File: config.mk
export PLATFORM = sky130hd
export DESIGN_NAME = drift_period_cmp
export DESIGN_NICKNAME = d
export VERILOG_FILES = /design/src/rtl/drift_pkg.sv /design/src/rtl/dpc_ts_counter.sv /design/src/rtl/dpc_period_meter.sv /design/src/rtl/dpc_err_calc.sv /design/src/rtl/drift_period_cmp.sv
export SDC_FILE = /design/constraint.sdc
export NUM_CORES = 1
export LEC_CHECK = 0
export CORE_MARGIN = 4
export CORE_UTILIZATION = 40
export DETAILED_ROUTE_END_ITERATION = 7
export PLACE_DENSITY = 0.59
export SYNTH_ARGS = -nofsm -noshare
export SYNTH_HDL_FRONTEND = slang
export SYNTH_SLANG_ARGS = --single-unit
File: constraint.sdc
create_clock -name clk -period 3.5 [get_ports clk]
set_input_delay 0.525 -clock clk [delete_from_list [all_inputs] [get_ports clk]]
set_output_delay 0.525 -clock clk [all_outputs]
set_load 0.03 [all_outputs]
File: src/rtl/drift_pkg.sv
package drift_pkg;
  parameter int DEF_TS_W  = 32;
  parameter int DEF_ERR_W = 24;

  // How much history one side holds
  typedef enum logic [1:0] {
    MS_EMPTY = 2'd0,  // no timestamp yet
    MS_ONE   = 2'd1,  // one timestamp, no period yet
    MS_FULL  = 2'd2   // a complete period is held
  } meter_state_t;
endpackage

File: src/rtl/dpc_ts_counter.sv
module dpc_ts_counter #(
  parameter int TS_W = drift_pkg::DEF_TS_W
) (
  input  logic            clk,
  input  logic            rst_n,
  output logic [TS_W-1:0] ts
);
  always_ff @(posedge clk) begin
    if (!rst_n) ts <= '0;
    else        ts <= ts + 1'b1;   // wraps modulo 2^TS_W
  end
endmodule

File: src/rtl/dpc_period_meter.sv
module dpc_period_meter #(
  parameter int TS_W = drift_pkg::DEF_TS_W
) (
  input  logic            clk,
  input  logic            rst_n,
  input  logic [TS_W-1:0] ts,
  input  logic            stb,
  input  logic            restart,
  output logic [TS_W-1:0] last_ts,
  output logic [TS_W-1:0] period,
  output logic            have_ts,
  output logic            per_valid,
  output logic            fresh,
  output logic            tick
);
  import drift_pkg::*;

  meter_state_t st_q;

  always_ff @(posedge clk) begin
    if (!rst_n) begin
      st_q    <= MS_EMPTY;
      last_ts <= '0;
      period  <= '0;
      fresh   <= 1'b0;
      tick    <= 1'b0;
    end else begin
      fresh <= 1'b0;
      tick  <= 1'b0;
      if (restart) begin
        st_q <= MS_EMPTY;            // restart outranks a coincident strobe
      end else if (stb) begin
        last_ts <= ts;
        tick    <= 1'b1;
        if (st_q != MS_EMPTY) begin
          period <= ts - last_ts;    // modular difference survives wrap
          fresh  <= 1'b1;
          st_q   <= MS_FULL;
        end else begin
          st_q <= MS_ONE;
        end
      end
    end
  end

  assign have_ts   = (st_q != MS_EMPTY);
  assign per_valid = (st_q == MS_FULL);

  assert_restart_wins_R8: assert property (@(posedge clk) disable iff (!rst_n)
    restart |=> (!have_ts && !fresh && !tick));

  assert_first_suppressed_R4: assert property (@(posedge clk) disable iff (!rst_n)
    fresh |-> $past(have_ts));
endmodule

File: src/rtl/dpc_err_calc.sv
module dpc_err_calc #(
  parameter int TS_W  = drift_pkg::DEF_TS_W,
  parameter int ERR_W = drift_pkg::DEF_ERR_W
) (
  input  logic             clk,
  input  logic             rst_n,
  input  logic [TS_W-1:0]  in_period,
  input  logic             in_per_valid,
  input  logic [TS_W-1:0]  in_last_ts,
  input  logic             in_have,
  input  logic [TS_W-1:0]  out_period,
  input  logic             out_per_valid,
  input  logic             out_fresh,
  input  logic             out_tick,
  input  logic [TS_W-1:0]  out_last_ts,
  output logic             err_valid,
  output logic [ERR_W-1:0] err_value,
  output logic             delay_valid,
  output logic [TS_W-1:0]  delay_value
);
  localparam int DW = TS_W + 1;

  logic signed [DW-1:0] diff;
  logic [ERR_W-1:0]     sat;

  assign diff = $signed({1'b0, in_period}) - $signed({1'b0, out_period});

  generate
    if (ERR_W >= DW) begin : g_wide
      assign sat = ERR_W'(diff);
    end else begin : g_clip
      localparam logic signed [DW-1:0] ERR_MAX = DW'((2 ** (ERR_W - 1)) - 1);
      localparam logic signed [DW-1:0] ERR_MIN = DW'(-(2 ** (ERR_W - 1)));
      assign sat = (diff > ERR_MAX) ? ERR_MAX[ERR_W-1:0] :
                   (diff < ERR_MIN) ? ERR_MIN[ERR_W-1:0] : diff[ERR_W-1:0];
    end
  endgenerate

  always_ff @(posedge clk) begin
    if (!rst_n) begin
      err_valid   <= 1'b0;
      err_value   <= '0;
      delay_valid <= 1'b0;
      delay_value <= '0;
    end else begin
      err_valid   <= out_fresh && out_per_valid && in_per_valid;
      delay_valid <= out_tick && in_have;
      if (out_fresh && out_per_valid && in_per_valid) err_value <= sat;
      if (out_tick && in_have) delay_value <= out_last_ts - in_last_ts;
    end
  end

  assert_err_needs_input_R4: assert property (@(posedge clk) disable iff (!rst_n)
    err_valid |-> $past(in_per_valid));

  assert_err_on_output_R5: assert property (@(posedge clk) disable iff (!rst_n)
    err_valid |-> $past(out_fresh));

  assert_delay_needs_ts_R9: assert property (@(posedge clk) disable iff (!rst_n)
    delay_valid |-> $past(in_have));

  assert_err_with_delay_R9: assert property (@(posedge clk) disable iff (!rst_n)
    err_valid |-> delay_valid);
endmodule

File: src/rtl/drift_period_cmp.sv
module drift_period_cmp #(
  parameter int TS_W  = drift_pkg::DEF_TS_W,
  parameter int ERR_W = drift_pkg::DEF_ERR_W
) (
  input  logic             clk,
  input  logic             rst_n,
  input  logic             in_frame_stb,
  input  logic             in_restart,
  input  logic             out_buf_stb,
  input  logic             out_restart,
  output logic             err_valid,
  output logic [ERR_W-1:0] err_value,
  output logic             delay_valid,
  output logic [TS_W-1:0]  delay_value
);
  logic [TS_W-1:0] ts;
  logic [TS_W-1:0] in_last, in_period, out_last, out_period;
  logic            in_have, in_per_valid, in_fresh, in_tick;
  logic            out_have, out_per_valid, out_fresh, out_tick;
  logic            unused_meter_bits;

  assign unused_meter_bits = ^{in_fresh, in_tick, out_have};

  dpc_ts_counter #(.TS_W(TS_W)) u_ts (
    .clk(clk), .rst_n(rst_n), .ts(ts)
  );

  dpc_period_meter #(.TS_W(TS_W)) u_in (
    .clk(clk), .rst_n(rst_n), .ts(ts), .stb(in_frame_stb), .restart(in_restart),
    .last_ts(in_last), .period(in_period), .have_ts(in_have),
    .per_valid(in_per_valid), .fresh(in_fresh), .tick(in_tick)
  );

  dpc_period_meter #(.TS_W(TS_W)) u_out (
    .clk(clk), .rst_n(rst_n), .ts(ts), .stb(out_buf_stb), .restart(out_restart),
    .last_ts(out_last), .period(out_period), .have_ts(out_have),
    .per_valid(out_per_valid), .fresh(out_fresh), .tick(out_tick)
  );

  dpc_err_calc #(.TS_W(TS_W), .ERR_W(ERR_W)) u_err (
    .clk(clk), .rst_n(rst_n),
    .in_period(in_period), .in_per_valid(in_per_valid),
    .in_last_ts(in_last), .in_have(in_have),
    .out_period(out_period), .out_per_valid(out_per_valid),
    .out_fresh(out_fresh), .out_tick(out_tick), .out_last_ts(out_last),
    .err_valid(err_valid), .err_value(err_value),
    .delay_valid(delay_valid), .delay_value(delay_value)
  );

  assert_in_alone_silent_R5: assert property (@(posedge clk) disable iff (!rst_n)
    (delay_valid || err_valid) |-> $past(out_tick));
endmodule

==> impl_metrics.json <==
{
  "fin_area_sq_mm": 0.0168,
  "dieHeight_um": 197,
  "synth_top_family_by_area": "compound AO/OA/AOI/OAI gates",
  "layout.nets": 2102,
  "hold_buffers": 0,
  "synth-simple-area-share_pct": 19.7,
  "yosys-mux-area-fraction_pct": 0.420,
  "cts_tree": "yes",
  "drive_gt1_share_pct": 8.17,
  "wl_per_cell_um": 15.5,
  "async_flop_share_pct": 0,
  "cp_data_required_time_ns": 3.96,
  "synth_fa_ha_area_share_pct": 11.7,
  "ys_warn_count": 0,
  "n_antenna_cell": 0,
  "clk_latency_ns": 0.54,
  "drv_cap": 0,
  "route.detailed.drc": 0,
  "clk_path_buf_depth": 3,
  "drv_slew": 0,
  "finalSetupTns_ns": 0,
  "root_buffer": "clkbuf_16",
  "relSlewSlack_pct": 28.3,
  "path_delay_family": "compound AO/OA/AOI/OAI gates",
  "synth_area_sq_mm": 0.0143,
  "cts_buffers": 27,
  "fmax_mhz": 299,
  "rsz0062_at_grt": "true",
  "clock-sinks": 224,
  "crit_path_max_incr_delay_ns": 0.62,
  "die_area_sq_mm": 0.0388,
  "ys_seq_area_share_pct": 31.4,
  "worst_slack_ns": 0.150,
  "fin_util_pct": 48.2,
  "tightest_slew_ns": 1.07,
  "setup.worst_path.end_class": "flip-flop",
  "path_clk_slew_ns": 0.06,
  "hold_viol": 0,
  "syn_to_final_growth_pct": 17.8,
  "syn_nets": 2024,
  "ys_seq_elements": 224,
  "finalSetupViolCount": 0,
  "vias_per_cell": 5.25,
  "dp_hpwl_mm": 27.9,
  "vias": 12800,
  "critPathMaxFanout": 8,
  "leakage_uw": 0.00672,
  "worstHoldPathCells": 3,
  "grt_pass1_vias": 12200,
  "portBuffers": 63,
  "cp_num_cells": 15,
  "rows": 68,
  "crit_arrival_ns": 3.81,
  "synth_compound_area_share_pct": 23.8,
  "syn_inst": 1887,
  "irDropWorstVdd_uv": 346,
  "synth-edff-count": 0,
  "initial_core_util_pct": 41.0,
  "layout_worst_path_cycle_share_pct": 95.7,
  "synth_top_flop_cell": "dfxtp_1",
  "finalCriticalPeriod_ns": 3.35,
  "criticalPathCategory": "flip-flop to flip-flop",
  "final_cell_mix": "nand2_1 (312), a21oi_1 (260), dfxtp_1 (221)",
  "grt_use_total_pct": 18.9,
  "dp_slack_ns": -0.349,
  "drt_first_iter_violations": 778,
  "gp_congestion": 0.933,
  "coreArea_sq_mm": 0.0349,
  "crit_chain": "inv_1 > ha_4 > buf_4 > o211ai_1 > a21o_1 > and3_4 > o31ai_4 > a21oi_2 > o211ai_1 > mux2i_1 > nand4_1 > or4b_4 > buf_6 > a21o_1 > a21oi_1",
  "p_per_area_mw_per_mm2": 396,
  "antenna_found_initial": 0,
  "grt_pass1_wl_mm": 62.5,
  "antenna_left": 0,
  "reg2reg_depth": 15,
  "htree_levels": 1,
  "status": "finished clean",
  "dpl_cell_area_sq_mm": 0.0157,
  "overflow": 0,
  "cp-start-kind": "flip-flop",
  "yosys.area_share.xor_xnor_pct": 7.23,
  "syn_area_per_cell_sq_um": 7.57,
  "wl_mm": 37.7,
  "die_x_um": 197,
  "grt_max_degree": 116,
  "final_common_cell": "nand2_1",
  "skew_ns": 0.0210,
  "drtPass1Iterations": 5,
  "min_path_type": "primary input to flip-flop",
  "path_buf_inv": 3,
  "crit_slowest_cell": "or4b_4",
  "yosys.cell_types.count": 65,
  "pin_count": 64
}
flip-flops by register name, summed over array words and instances, names as in the netlist:
register / flops
u_in.st_q: 2
u_err.err_valid: 1
u_err.delay_value: 32
u_out.period: 32
u_out.fresh: 1
u_err.delay_valid: 1
u_in.last_ts: 32
u_ts.ts: 32
u_out.tick: 1
u_out.st_q: 2
u_out.last_ts: 32
u_in.period: 32
u_err.err_value: 24
layer usage:
metal	share of wire, %	GRT usage (%)	up-vias
met5	0	0	-
met4	1.4	3.52	0
met3	3.7	1.98	34
met2	40	27.5	227
met1	55	30.3	5875
li1	-	-	6674
worst paths after layout:
check	slack [ns]	start	to
worst min register to register	0.45	u_out.period[6]	u_out.period[6]
worst max-delay path	0.15	u_out.period[4]	u_err.err_value[20]
worst min-delay path	0.38	rst_n	u_err.err_value[19]
worst max register to register	0.15	u_out.period[4]	u_err.err_value[20]
where the power goes:
group          total (uW)  switching [uW]  internal (uW)
registers            2590            14.5           2570
clock network        2820            1090           1730
logic                1260             676            579
kinds of logic (layout without fill, tap and decap cells):
kind of cell | after synthesis | count (layout)
adders and majority gates | 131 | 131
and+or+nand+nor | 633 | 633
xor gates and xnor gates | 118 | 118
buffers and inverters | 216 | 313
muxes | 6 | 6
AOI/OAI and AO/OA | 559 | 559
DFF | 224 | 224
cells in the mapped netlist (all sizes together) (21+ instances only):
master / n / share of area, %
a21o: 70 / 3.7
a21oi: 265 / 9.3
and3: 21 / 0.95
clkbuf: 76 / 2.0
dfxtp: 224 / 31
ha: 127 / 11
inv: 132 / 3.5
nand2: 312 / 8.2
nand2b: 23 / 1.0
nand3: 61 / 2.1
nor2: 115 / 3.0
nor2b: 21 / 0.92
nor3: 24 / 0.88
o21a: 24 / 1.3
o21ai: 86 / 3.0
xnor2: 68 / 4.2
xor2: 50 / 3.1
worst register-to-register path, cell delays in order, from the launching register on:
cell	delay [ns]
dfxtp_1	0.33
inv_1	0.08
ha_4	0.28
buf_4	0.11
o211ai_1	0.08
a21o_1	0.18
and3_4	0.17
o31ai_4	0.22
a21oi_2	0.12
o211ai_1	0.27
mux2i_1	0.23
nand4_1	0.11
or4b_4	0.62
buf_6	0.17
a21o_1	0.18
a21oi_1	0.13
cell type report:
class / count / area (sq um)
multi-input cells: 1447 / 9180
well taps: 455 / 569
flip-flops and latches: 224 / 4490
fillers: 3476 / 18100
clock buffers: 40 / 805
repair buffers: 133 / 1190
inverters: 132 / 498
clock inverters: 8 / 103
timing repair:
action	CTS	global route
setup endpoints to repair	23	32
resized for setup	12	29
setup buffers	0	2
gates cloned	1	0
pin swaps	6	18
per-stage QoR:
stage          power (uW)  hold WS (ns)  cells
3_3_place_gp         3830         0.441   2389
2_1_floorplan        3500         0.432   1887
3_5_place_dp         3840         0.444   2389
4_1_cts              6720         0.348   2438
6_report             6660         0.382   2439
5_1_grt              6980         0.389   2439
Power figures use the tool's default switching activity.
